`src/rtl/rob_pkg.sv`:
```
package rob_pkg;

    // Per-slot state flags
    typedef struct packed {
        logic valid;    // slot occupied
        logic done;     // result written
        logic exc;      // exception recorded
        logic mispred;  // branch mispredicted
    } rob_flags_t;

    typedef enum logic {
        CAUSE_MISPRED = 1'b0,
        CAUSE_EXC     = 1'b1
    } flush_cause_e;

    // Circular increment for a buffer whose depth need not be a power of two
    function automatic int wrap_inc(input int idx, input int depth);
        return (idx + 1 >= depth) ? 0 : idx + 1;
    endfunction

    function automatic logic slot_faulted(input rob_flags_t f);
        return f.exc | f.mispred;
    endfunction

    function automatic logic slot_ready(input rob_flags_t f);
        return f.valid & f.done;
    endfunction

endpackage

```
`src/rtl/rob_ptr_ctrl.sv`:
```
module rob_ptr_ctrl #(
    parameter int DEPTH = 8,
    parameter int PTR_W = 3,
    parameter int CNT_W = 4
) (
    input  logic             clk,
    input  logic             rst,
    input  logic             push,
    input  logic             pop,
    input  logic             clear,
    output logic [PTR_W-1:0] head,
    output logic [PTR_W-1:0] tail,
    output logic [CNT_W-1:0] count,
    output logic             full
);
    import rob_pkg::*;

    always_ff @(posedge clk) begin
        if (rst || clear) begin
            head  <= '0;
            tail  <= '0;
            count <= '0;
        end else begin
            if (push) tail <= PTR_W'(wrap_inc(int'(tail), DEPTH));
            if (pop)  head <= PTR_W'(wrap_inc(int'(head), DEPTH));
            case ({push, pop})
                2'b10:   count <= count + CNT_W'(1);
                2'b01:   count <= count - CNT_W'(1);
                default: count <= count;
            endcase
        end
    end

    assign full = (count == CNT_W'(DEPTH));

    p_count_bound_r2: assert property (@(posedge clk) disable iff (rst)
        count <= CNT_W'(DEPTH));

    p_no_underflow_r4: assert property (@(posedge clk) disable iff (rst)
        pop |-> (count != '0));

    p_count_step_r4: assert property (@(posedge clk) disable iff (rst)
        !clear |=> (count == $past(count) || count == $past(count) + CNT_W'(1)
                    || count == $past(count) - CNT_W'(1)));

endmodule

```
`src/rtl/rob_slot_store.sv`:
```
module rob_slot_store #(
    parameter int DEPTH  = 8,
    parameter int PTR_W  = 3,
    parameter int REG_W  = 5,
    parameter int DATA_W = 32
) (
    input  logic               clk,
    input  logic               rst,
    input  logic               clear,
    input  logic               alloc_en,
    input  logic [PTR_W-1:0]   alloc_idx,
    input  logic [REG_W-1:0]   alloc_dest,
    input  logic               wb_en,
    input  logic [PTR_W-1:0]   wb_idx,
    input  logic [DATA_W-1:0]  wb_data,
    input  logic               wb_exc,
    input  logic               wb_mispred,
    input  logic               retire_en,
    input  logic [PTR_W-1:0]   head_idx,
    output rob_pkg::rob_flags_t head_flags,
    output logic [REG_W-1:0]   head_dest,
    output logic [DATA_W-1:0]  head_data
);
    import rob_pkg::*;

    rob_flags_t        flags_q [DEPTH];
    logic [REG_W-1:0]  dest_q  [DEPTH];
    logic [DATA_W-1:0] data_q  [DEPTH];

    for (genvar i = 0; i < DEPTH; i++) begin : g_slot
        logic alloc_hit;
        logic wb_hit;
        logic retire_hit;

        assign alloc_hit  = alloc_en  && (alloc_idx == PTR_W'(i));
        assign wb_hit     = wb_en     && (wb_idx    == PTR_W'(i));
        assign retire_hit = retire_en && (head_idx  == PTR_W'(i));

        always_ff @(posedge clk) begin
            if (rst || clear) begin
                flags_q[i] <= '0;
            end else if (alloc_hit) begin
                flags_q[i] <= '{valid: 1'b1, done: 1'b0, exc: 1'b0, mispred: 1'b0};
                dest_q[i]  <= alloc_dest;
            end else begin
                if (wb_hit && flags_q[i].valid) begin
                    flags_q[i].done    <= 1'b1;
                    flags_q[i].exc     <= wb_exc;
                    flags_q[i].mispred <= wb_mispred;
                    data_q[i]          <= wb_data;
                end
                if (retire_hit) begin
                    flags_q[i].valid <= 1'b0;
                end
            end
        end

        p_wb_ignored_r7: assert property (@(posedge clk) disable iff (rst)
            (wb_hit && !flags_q[i].valid) |=> !flags_q[i].done);
    end

    assign head_flags = flags_q[head_idx];
    assign head_dest  = dest_q[head_idx];
    assign head_data  = data_q[head_idx];

    p_alloc_slot_free_r2: assert property (@(posedge clk) disable iff (rst)
        alloc_en |-> !flags_q[alloc_idx].valid);

endmodule

```
`src/rtl/rob_retire.sv`:
```
module rob_retire #(
    parameter int REG_W  = 5,
    parameter int DATA_W = 32
) (
    input  rob_pkg::rob_flags_t   head_flags,
    input  logic [REG_W-1:0]      head_dest,
    input  logic [DATA_W-1:0]     head_data,
    output logic                  rf_we,
    output logic [REG_W-1:0]      rf_addr,
    output logic [DATA_W-1:0]     rf_data,
    output logic                  flush,
    output rob_pkg::flush_cause_e flush_cause,
    output logic                  pop
);
    import rob_pkg::*;

    logic ready;
    logic faulted;

    always_comb begin
        ready       = slot_ready(head_flags);
        faulted     = slot_faulted(head_flags);
        rf_we       = ready && !faulted;
        flush       = ready && faulted;
        pop         = rf_we;
        rf_addr     = head_dest;
        rf_data     = head_data;
        flush_cause = head_flags.exc ? CAUSE_EXC : CAUSE_MISPRED;
    end

endmodule

```
`src/rtl/rob_top.sv`:
```
module rob_top #(
    parameter  int DEPTH  = 8,
    parameter  int REG_W  = 5,
    parameter  int DATA_W = 32,
    localparam int TAG_W  = (DEPTH > 1) ? $clog2(DEPTH) : 1,
    localparam int CNT_W  = $clog2(DEPTH + 1)
) (
    input  logic              clk,
    input  logic              rst,
    input  logic              alloc_req,
    input  logic              rs_free,
    input  logic [REG_W-1:0]  alloc_dest,
    output logic              alloc_ok,
    output logic [TAG_W-1:0]  alloc_tag,
    input  logic              wb_valid,
    input  logic [TAG_W-1:0]  wb_tag,
    input  logic [DATA_W-1:0] wb_data,
    input  logic              wb_exc,
    input  logic              wb_mispred,
    output logic              rf_we,
    output logic [REG_W-1:0]  rf_addr,
    output logic [DATA_W-1:0] rf_data,
    output logic              flush,
    output logic              flush_exc
);
    import rob_pkg::*;

    logic [TAG_W-1:0]  head;
    logic [TAG_W-1:0]  tail;
    logic [CNT_W-1:0]  count;
    logic              full;
    logic              pop;
    rob_flags_t        head_flags;
    logic [REG_W-1:0]  head_dest;
    logic [DATA_W-1:0] head_data;
    flush_cause_e      cause;

    assign alloc_ok  = alloc_req && rs_free && !full && !flush;
    assign alloc_tag = tail;
    assign flush_exc = flush && (cause == CAUSE_EXC);

    rob_ptr_ctrl #(.DEPTH(DEPTH), .PTR_W(TAG_W), .CNT_W(CNT_W)) u_ptr (
        .clk   (clk),
        .rst   (rst),
        .push  (alloc_ok),
        .pop   (pop),
        .clear (flush),
        .head  (head),
        .tail  (tail),
        .count (count),
        .full  (full)
    );

    rob_slot_store #(.DEPTH(DEPTH), .PTR_W(TAG_W), .REG_W(REG_W), .DATA_W(DATA_W)) u_store (
        .clk        (clk),
        .rst        (rst),
        .clear      (flush),
        .alloc_en   (alloc_ok),
        .alloc_idx  (tail),
        .alloc_dest (alloc_dest),
        .wb_en      (wb_valid),
        .wb_idx     (wb_tag),
        .wb_data    (wb_data),
        .wb_exc     (wb_exc),
        .wb_mispred (wb_mispred),
        .retire_en  (pop),
        .head_idx   (head),
        .head_flags (head_flags),
        .head_dest  (head_dest),
        .head_data  (head_data)
    );

    rob_retire #(.REG_W(REG_W), .DATA_W(DATA_W)) u_retire (
        .head_flags  (head_flags),
        .head_dest   (head_dest),
        .head_data   (head_data),
        .rf_we       (rf_we),
        .rf_addr     (rf_addr),
        .rf_data     (rf_data),
        .flush       (flush),
        .flush_cause (cause),
        .pop         (pop)
    );

    p_flush_empties_r5: assert property (@(posedge clk) disable iff (rst)
        flush |=> (count == '0 && tail == '0 && !rf_we && !flush));

    p_retire_nonempty_r3: assert property (@(posedge clk) disable iff (rst)
        (rf_we || flush) |-> (count != '0));

endmodule

```
`config.mk`:
```
export PLATFORM = sky130hd
export DESIGN_NAME = rob_top
export DESIGN_NICKNAME = d
export VERILOG_FILES = /design/src/rtl/rob_pkg.sv /design/src/rtl/rob_ptr_ctrl.sv /design/src/rtl/rob_slot_store.sv /design/src/rtl/rob_retire.sv /design/src/rtl/rob_top.sv
export SDC_FILE = /design/constraint.sdc
export NUM_CORES = 1
export LEC_CHECK = 0
export ABC_AREA = 1
export CORE_MARGIN = 2
export CORE_UTILIZATION = 42
export CTS_CLUSTER_SIZE = 12
export DETAILED_ROUTE_END_ITERATION = 10
export DONT_BUFFER_PORTS = 1
export SYNTH_ARGS = -nofsm -noshare
export SYNTH_HDL_FRONTEND = slang
export SYNTH_SLANG_ARGS = --single-unit
```
`constraint.sdc`:
```
create_clock -name clk -period 3.2 [get_ports clk]
set_clock_uncertainty 0.2 [all_clocks]
set_input_delay 0.32 -clock clk [delete_from_list [all_inputs] [get_ports clk]]
set_output_delay 0.32 -clock clk [all_outputs]
set_load 0.02 [all_outputs]
```
Yosys cells after proc, flatten, opt, wreduce, memory -nomap -nowiden
Memories as Yosys holds them, arrays and structs flattened. A register that Yosys moved wholly into a read port is not among the register bits.
Index checks and enable logic that the tools add are counted.

word-level totals
  bits in registers = 10
  bits in latches = 0
  RAM bits = 328
  bits in read-only memories = 0
  bits of input ports = 47
  output and inout port bits = 44
  memories = 3

memories
  name             depth  width  read ports  clocked after memory_dff  write ports  RTL line              RTL
  u_store.data_q   8      32     1           1                         1            rob_slot_store.sv:28  logic [DATA_W-1:0] data_q [DEPTH];
  u_store.dest_q   8      5      1           1                         1            rob_slot_store.sv:27  logic [REG_W-1:0] dest_q [DEPTH];
  u_store.flags_q  8      4      9           1                         8            rob_slot_store.sv:26  rob_flags_t flags_q [DEPTH];

cells by class
  add/subtract/negate cells = 4
  multipliers = 0
  div/mod/pow operators = 0
  order comparisons = 2
  equality and inequality tests = 24
  shift operators = 0
  muxes and demuxes = 182
  bitwise gates (word level) = 42
  reduce and logical (&&, ||, !) cells = 60

operators with widths
  cell                   number
  $mux W32               7
  $reduce_or A32 Y1      7
  $mux W1                137
  $mux W3                22
  $or A1 B1 Y1           41
  $logic_and A1 B1 Y1    38
  $eq A3 B3 Y1 const B   12
  $mux W5                7
  $reduce_or A5 Y1       7
  $mux W4                8
  $eq A3 B2 Y1 const B   6
  $eq A3 B1 Y1 const B   3
  $logic_not A3 Y1       3
  $add A3 B1 Y4 const B  2
  $ge A4 B4 Y1 const B   2
  $pmux W4 S2            1
  $add A4 B1 Y4 const B  1
  $eq A4 B4 Y1 const B   1
  $sub A4 B1 Y4 const B  1
  $logic_not A1 Y1       3
  $eq A2 B1 Y1 const B   1
  $eq A2 B2 Y1 const B   1
  $reduce_bool A2 Y1     1
  $and A1 B1 Y1          1
  $logic_or A1 B1 Y1     1

Depth between registers and ports, before layout
Gate-level depths: netlist (run 1).

  depth in word-level cells = 16
  gate-level depth with buffers = 21
  mapped depth without buffers = 19

Modules after synthesis
From an unflattened synthesis (run 1), not the netlist that was laid out.

second synthesis, totals
  cell total of the unflattened synthesis = 1520
  area total of the unflattened synthesis = 14960.6 sq um

by module, submodules not included
  module          times used  cells each  area each (sq um)  sequential area each (sq um)
  rob_slot_store  1           1394        14062.2            9849.4
  rob_ptr_ctrl    1           73          550.5              200.2
  rob_retire      1           46          319.1              0.0
  rob_top         1           7           28.8               0.0

Least setup slack after synthesis (run 1)
OpenSTA, ideal clock, no wires.

  path kind = register -> register
  start point = reg with a tool-made name
  end point = mem u_store.data_q[7][0] (enable)
  library setup time = 387 ps
  arrival time = 2082 ps
  data required time = 2613 ps
  slack = 531 ps
  cell stages (with the launch flop) = 13
  buffers on the path = 3
  period minus slack after synthesis = 2669 ps
  cells stage by stage = dfxtp_1 buf_6 inv_4 buf_6 nand2_1 nand3_1 nand3_1 nand2_1 nand2_2 a21oi_4 buf_4 nand3_2 inv_1

RTL lines
  element        RTL line
  end, declared  rob_slot_store.sv:28

==> results of run 1 <==
-- routing by layer --
| layer | GRT usage, % | up-vias | wire [µm] |
|---|---|---|---|
| li1 | - | 4296 | - |
| met5 | 0 | - | 0 |
| met4 | 5.13 | 0 | 566 |
| met1 | 24.9 | 4295 | 13900 |
| met3 | 3.80 | 46 | 2040 |
| met2 | 29.4 | 259 | 14700 |
-- power by group --
group / internal [W] / switching, W / leakage, nW
combinational: 0.000341 / 0.000692 / 2.23
clock: 0.00215 / 0.00158 / 0.504
sequential: 0.00498 / 0.0000559 / 3.11
total: 0.00747 / 0.00232 / 5.84
-- layout make-up --
cell class | count | area share [%]
diodes | 1 | 0.0154
well taps | 442 | 3.41
repair buffers | 109 | 6.00
clock inverters | 9 | 0.332
inverters | 66 | 1.54
flip-flops and latches | 341 | 62.3
multi-input cells | 696 | 20.3
clock buffers | 47 | 6.07
-- worst max path at each step --
stage | slack [ns] | endpoint | cells past startpoint | start
3_5_place_dp | 0.29 | u_ptr.count[3]$_SDFFE_PN0P_ | 18 | flop
6_report | 0.17 | rf_data[1] | 6 | flop
5_1_grt | 0.003 | u_ptr.count[3]$_SDFFE_PN0P_ | 18 | flop
4_1_cts | 0.05 | rf_data[31] | 7 | flop
3_3_place_gp | 0.37 | u_store.data_q[7][7]$_DFFE_PP_ | 13 | flop
2_1_floorplan | 0.53 | u_store.data_q[7][0]$_DFFE_PP_ | 12 | flop
-- what timing repair did --
| item | in CTS | in global routing |
|---|---|---|
| pin swaps | 0 | 0 |
| gates resized for setup | 2 | 3 |
| endpoints found under the setup margin | 7 | 8 |
| hold buffers | 41 | 0 |
| hold endpoints to repair | 367 | 0 |
-- logic make-up (layout without fill, tap and decap cells) --
family	after synthesis	count (layout)	synth area share (%)
DFF	341	341	72.5
AOI/OAI and AO/OA	237	237	9.29
and+or+nand+nor	441	441	12.8
other	0	1	0
adders and majority gates	15	15	1.35
xor gates and xnor gates	3	3	0.188
buffers and inverters	134	231	3.96
-- Yosys cell counts, drive strengths merged (10+ instances only) --
library cell,count
edfxtp,328
nor2,304
o21ai,151
nand2,78
inv,66
nand3,49
clkbuf,43
a31oi,37
o22ai,37
buf,25
ha,15
dfxtp,13
a21oi,10
-- flip-flops by register name, summed over array words and instances, names as in the netlist, named ones only --
name / cells
u_ptr.tail: 3
u_store.dest_q: 40
u_store.data_q: 256
u_store.flags_q: 32
u_ptr.count: 4
u_ptr.head: 3
-- through the flow --
step / total power [W] / setup slack, ns / utilization, %
2_1_floorplan: 0.00576 / 0.531 / -
4_1_cts: 0.00988 / 0.0506 / 49.7
3_3_place_gp: 0.00606 / 0.367 / 45.2
6_report: 0.00979 / 0.167 / 49.7
5_1_grt: 0.0102 / 0.00339 / 49.7
3_5_place_dp: 0.00607 / 0.291 / 45.2
-- worst max-delay path, delay by kind of cell (launching register included) --
kind | cells | cell delay [ns]
AO/OA/AOI/OAI | 3 | 0.69
buffers and inverters | 2 | 0.68
flip-flops | 1 | 0.45
AND/OR/NAND/NOR | 1 | 0.06
==> results.txt, run 1 <==
vias in the first global route = 8,651
Top-Level Pins = 91
Chip Width = 186 µm
commonest non-fill, non-tap cells in the layout = 328 x edfxtp_1, 304 x nor2_1, 151 x o21ai_0, 76 x nand2_1, 63 x inv_1
worst-skew pair later-pin latency = 0.51 ns
H-tree levels = 2
Final period util = 94.8%
CTS sink cnt = 341
die area = 0.0347 mm²
WL/cell = 18.3 µm
WL final = 31,300 µm
post-DR vias/cell = 5.20
largest net degree at the start of global routing = 83
reg2reg end = u_ptr.count[3]$_SDFFE_PN0P_
depth of the most critical reg-to-reg path = 18
GPL Wtd Cong = 0.851
startpoint types = flop
final hold violations = 0
fin nets = 1,312
Pre-antenna DRT Iters = 5
Final min period = 3.03 ns
Worst Hold Class = in -> reg
gr ovfl total = 0
clk root buf = clkbuf_16
Post-DRT Antenna Nets = 0
Final setup viols = 0
Area Growth Syn to Fin = 16.3%
Initial DRC Count = 874
Yosys reg bits = 341
Async SR Flop Fraction = 0%
Fin Hold WS = 0.00872 ns
status = finished clean
initial core utilization = 42.8%
Top FF cell, synth = edfxtp_1
clock-pin transition on the worst setup and hold timing paths = 0.06 ns
CP max FO = 82
Post-synth EDFFs = 328
Fin Setup TNS = 0 ns
fin area = 0.0162 mm²
Final Max Slew Viols = 0
initial antenna violation count = 1
CTS tree = yes
core box area = 0.0326 mm²
sequential area share after synthesis = 72.5%
Max Cap Viol = 0
Seq. cell area = 0.0101 mm²
Post-DP HPWL = 18,800 µm
syn_nets = 1,233
crit path max-delay cell type = buf_6
Cell variety after synth = 28
fmax = 330 MHz
Yosys warnings = 0
all-layer global routing usage = 18.1%
clock tree buffer depth = 3
top cell type's share of synthesized area = 70.6%
share of cells above drive strength 1 = 10.1%
area occupied by multi-input gates = 0.00329 mm²
cell area after synthesis = 0.0140 mm²
CP Cell Sequence = buf_6 -> o21ai_0 -> o22ai_1 -> nor2_1 -> a31oi_1 -> buf_4
Cells after DPL = 1,613
first-pass GRT wire length = 48,200 µm
Yosys top cell by area = edfxtp_1
setup repair bufs after CTS = 0
Setup CP Type = reg -> out
Worst slew margin = 45.4%
Fill cells = 2,854
FF-to-FF setup slack = 0.26 ns
Port Buffers = 0
PwrDens = 604 mW/mm²
crit end category = output pin
leading cell type in the layout, fill and taps excluded = edfxtp_1
Pleak = 5.84 nW
CP Data Required Time = 2.68 ns
detailed-route DRC error count = 0
Placed Area = 0.0148 mm²
worst hold endpoint = u_store.flags_q[0][0]$_DFFE_PP_
Worst-Margin Slew = 0.816 ns
Syn Inst Count = 1,171
Worst Min Path Start = wb_valid
Worst path max stage delay = 0.46 ns
CTS Buf Count = 36
RSZ-0062 raised after global routing = no
hold depth = 2
largest cells by area after synthesis = edfxtp_1 71%, nor2_1 8.2%, o21ai_0 5.4%
Cell Rows = 66
chip height = 186 µm
Worst IR Drop VDD = 0.381 mV
via count = 8,896
fin cells = 1,711
Post-Syn Area per Cell = 11.9 µm²
Worst Path Arrival = 2.51 ns
(Power assumes the default switching activity.)
==> run 2: changes to the inputs <==
CELL_PAD_IN_SITES_DETAIL_PLACEMENT = 1   (was default)
CELL_PAD_IN_SITES_GLOBAL_PLACEMENT = 2   (was default)
PLACE_DENSITY_LB_ADDON = 0.1   (was default)
==> results.txt, run 2 (same netlist as run 1, synthesis figures left out) <==
area occupied by multi-input gates = 0.00329 mm²
Worst path max stage delay = 0.68 ns
setup repair bufs after CTS = 0
final hold violations = 0
largest net degree at the start of global routing = 91
Chip Width = 186 µm
Top-Level Pins = 91
gr ovfl total = 0
Post-DRT Antenna Nets = 0
CTS sink cnt = 341
fin nets = 1,312
core box area = 0.0326 mm²
CP Cell Sequence = inv_2 -> buf_4 -> nor2_1 -> a31oi_1 -> buf_4
worst-skew pair later-pin latency = 0.51 ns
Final setup viols = 0
biggest regs = u_store.data_q: 256 flops, u_store.dest_q: 40 flops, u_store.flags_q: 32 flops
Area Growth Syn to Fin = 16.7%
clk root buf = clkbuf_16
RSZ-0062 raised after global routing = no
via count = 9,099
Crit path top cell by count = buf_4
FF-to-FF setup slack = 0.46 ns
Post-DP HPWL = 20,400 µm
Pre-antenna DRT Iters = 5
GPL Wtd Cong = 0.802
Diodes inserted = 0
CTS Buf Count = 38
Worst Path Arrival = 2.50 ns
Final period util = 94.3%
Pleak = 5.85 nW
Max Cap Viol = 0
Seq. cell area = 0.0101 mm²
chip height = 186 µm
initial core utilization = 42.8%
crit end category = output pin
clock tree buffer depth = 3
Placed Area = 0.0147 mm²
detailed-route DRC error count = 0
startpoint types = flop
Final Max Slew Viols = 0
Worst-Margin Slew = 0.834 ns
CTS tree = yes
reg2reg end = u_store.data_q[4][16]$_DFFE_PP_
H-tree levels = 2
depth of the most critical reg-to-reg path = 12
Initial DRC Count = 683
clock-pin transition on the worst setup and hold timing paths = 0.05 ns
WL final = 35,300 µm
most flop-heavy register = u_store.data_q
status = finished clean
Cell Rows = 66
fmax = 331 MHz
Final min period = 3.02 ns
initial antenna violation count = 0
Port Buffers = 0
Worst slew margin = 44.2%
post-DR vias/cell = 5.30
CP max FO = 64
vias in the first global route = 9,476
Fin Setup TNS = 0 ns
worst hold endpoint = u_store.flags_q[5][1]$_DFFE_PP_
Worst Min Path Start = wb_valid
first-pass GRT wire length = 53,800 µm
CP Data Required Time = 2.68 ns
Worst Hold Class = in -> reg
Setup CP Type = reg -> out
max FFs per register = 256
hold depth = 2
Fill cells = 3,390
PwrDens = 618 mW/mm²
leading cell type in the layout, fill and taps excluded = edfxtp_1
WL/cell = 20.5 µm
share of cells above drive strength 1 = 10.0%
all-layer global routing usage = 20.4%
fin area = 0.0163 mm²
crit path max-delay cell type = buf_4
commonest non-fill, non-tap cells in the layout = 328 x edfxtp_1, 304 x nor2_1, 151 x o21ai_0, 76 x nand2_1, 60 x inv_1
Worst IR Drop VDD = 0.382 mV
die area = 0.0347 mm²
==> run 2: changes by cell type in the layout (fill, tap and decap cells not counted), sizes merged <==
cell	delta
buf	-2
bufinv	+1
clkbuf	+2
clkinv	+10
clkinvlp	-1
diode	-1
inv	-2
==> run 2: layer usage <==
layer	global-route usage, %	up-vias	wire length (µm)
met3	3.37	54	1380
met4	5.70	0	692
met5	0	-	0
li1	-	4296	-
met2	34.5	160	17100
met1	27.5	4589	16100
==> run 2: power by group <==
| group | total, W | switching (W) | internal [W] |
|---|---|---|---|
| logic | 0.00105 | 0.000712 | 0.000342 |
| clock network | 0.00398 | 0.00167 | 0.00230 |
| registers | 0.00503 | 0.0000596 | 0.00497 |
==> run 2: layout make-up <==
cell class / count / share of cell area [%]
timing repair buffer: 107 / 5.91
clock buffer: 49 / 6.22
sequential: 341 / 62.1
multi-input combinational: 696 / 20.2
clock inverter: 17 / 0.615
tap: 442 / 3.40
inverter: 66 / 1.54
==> run 2: stage by stage <==
stage,cells,setup WS [ns],hold WS [ns],power [W],util (%)
after floorplan,1171,0.531,0.219,0.00576,-
after global routing,1718,0.0344,0.0269,0.0104,49.9
final,1718,0.183,0.0172,0.0101,49.9
after detailed placement,1611,0.386,0.219,0.00610,45.2
after CTS,1718,0.0708,0.00380,0.0102,49.9
after global placement,1611,0.438,0.219,0.00608,45.2
==> run 2: worst max-delay path, delay by kind of cell, from the launching register on <==
| family | cells | cell delay [ns] |
|---|---|---|
| buffers and inverters | 3 | 1.13 |
| AND/OR/NAND/NOR | 1 | 0.13 |
| AO/OA/AOI/OAI | 1 | 0.32 |
| flip-flops | 1 | 0.36 |
==> run 2: how the worst max path moves through the flow <==
stage	start	end	slack [ns]	depth (start not counted)
after floorplan	flop	u_store.data_q[7][0]$_DFFE_PP_	0.53	12
after global placement	flop	rf_data[0]	0.44	6
after detailed placement	flop	rf_data[8]	0.39	6
after CTS	flop	rf_data[30]	0.07	6
after global routing	flop	rf_data[8]	0.03	5
final	flop	rf_data[8]	0.18	5
==> run 2: repair_timing <==
| action | CTS | global route |
|---|---|---|
| endpoints found under the hold margin | 362 | 0 |
| hold buffers | 41 | 0 |
| gates resized for setup | 2 | 8 |
| endpoints found under the setup margin | 17 | 5 |
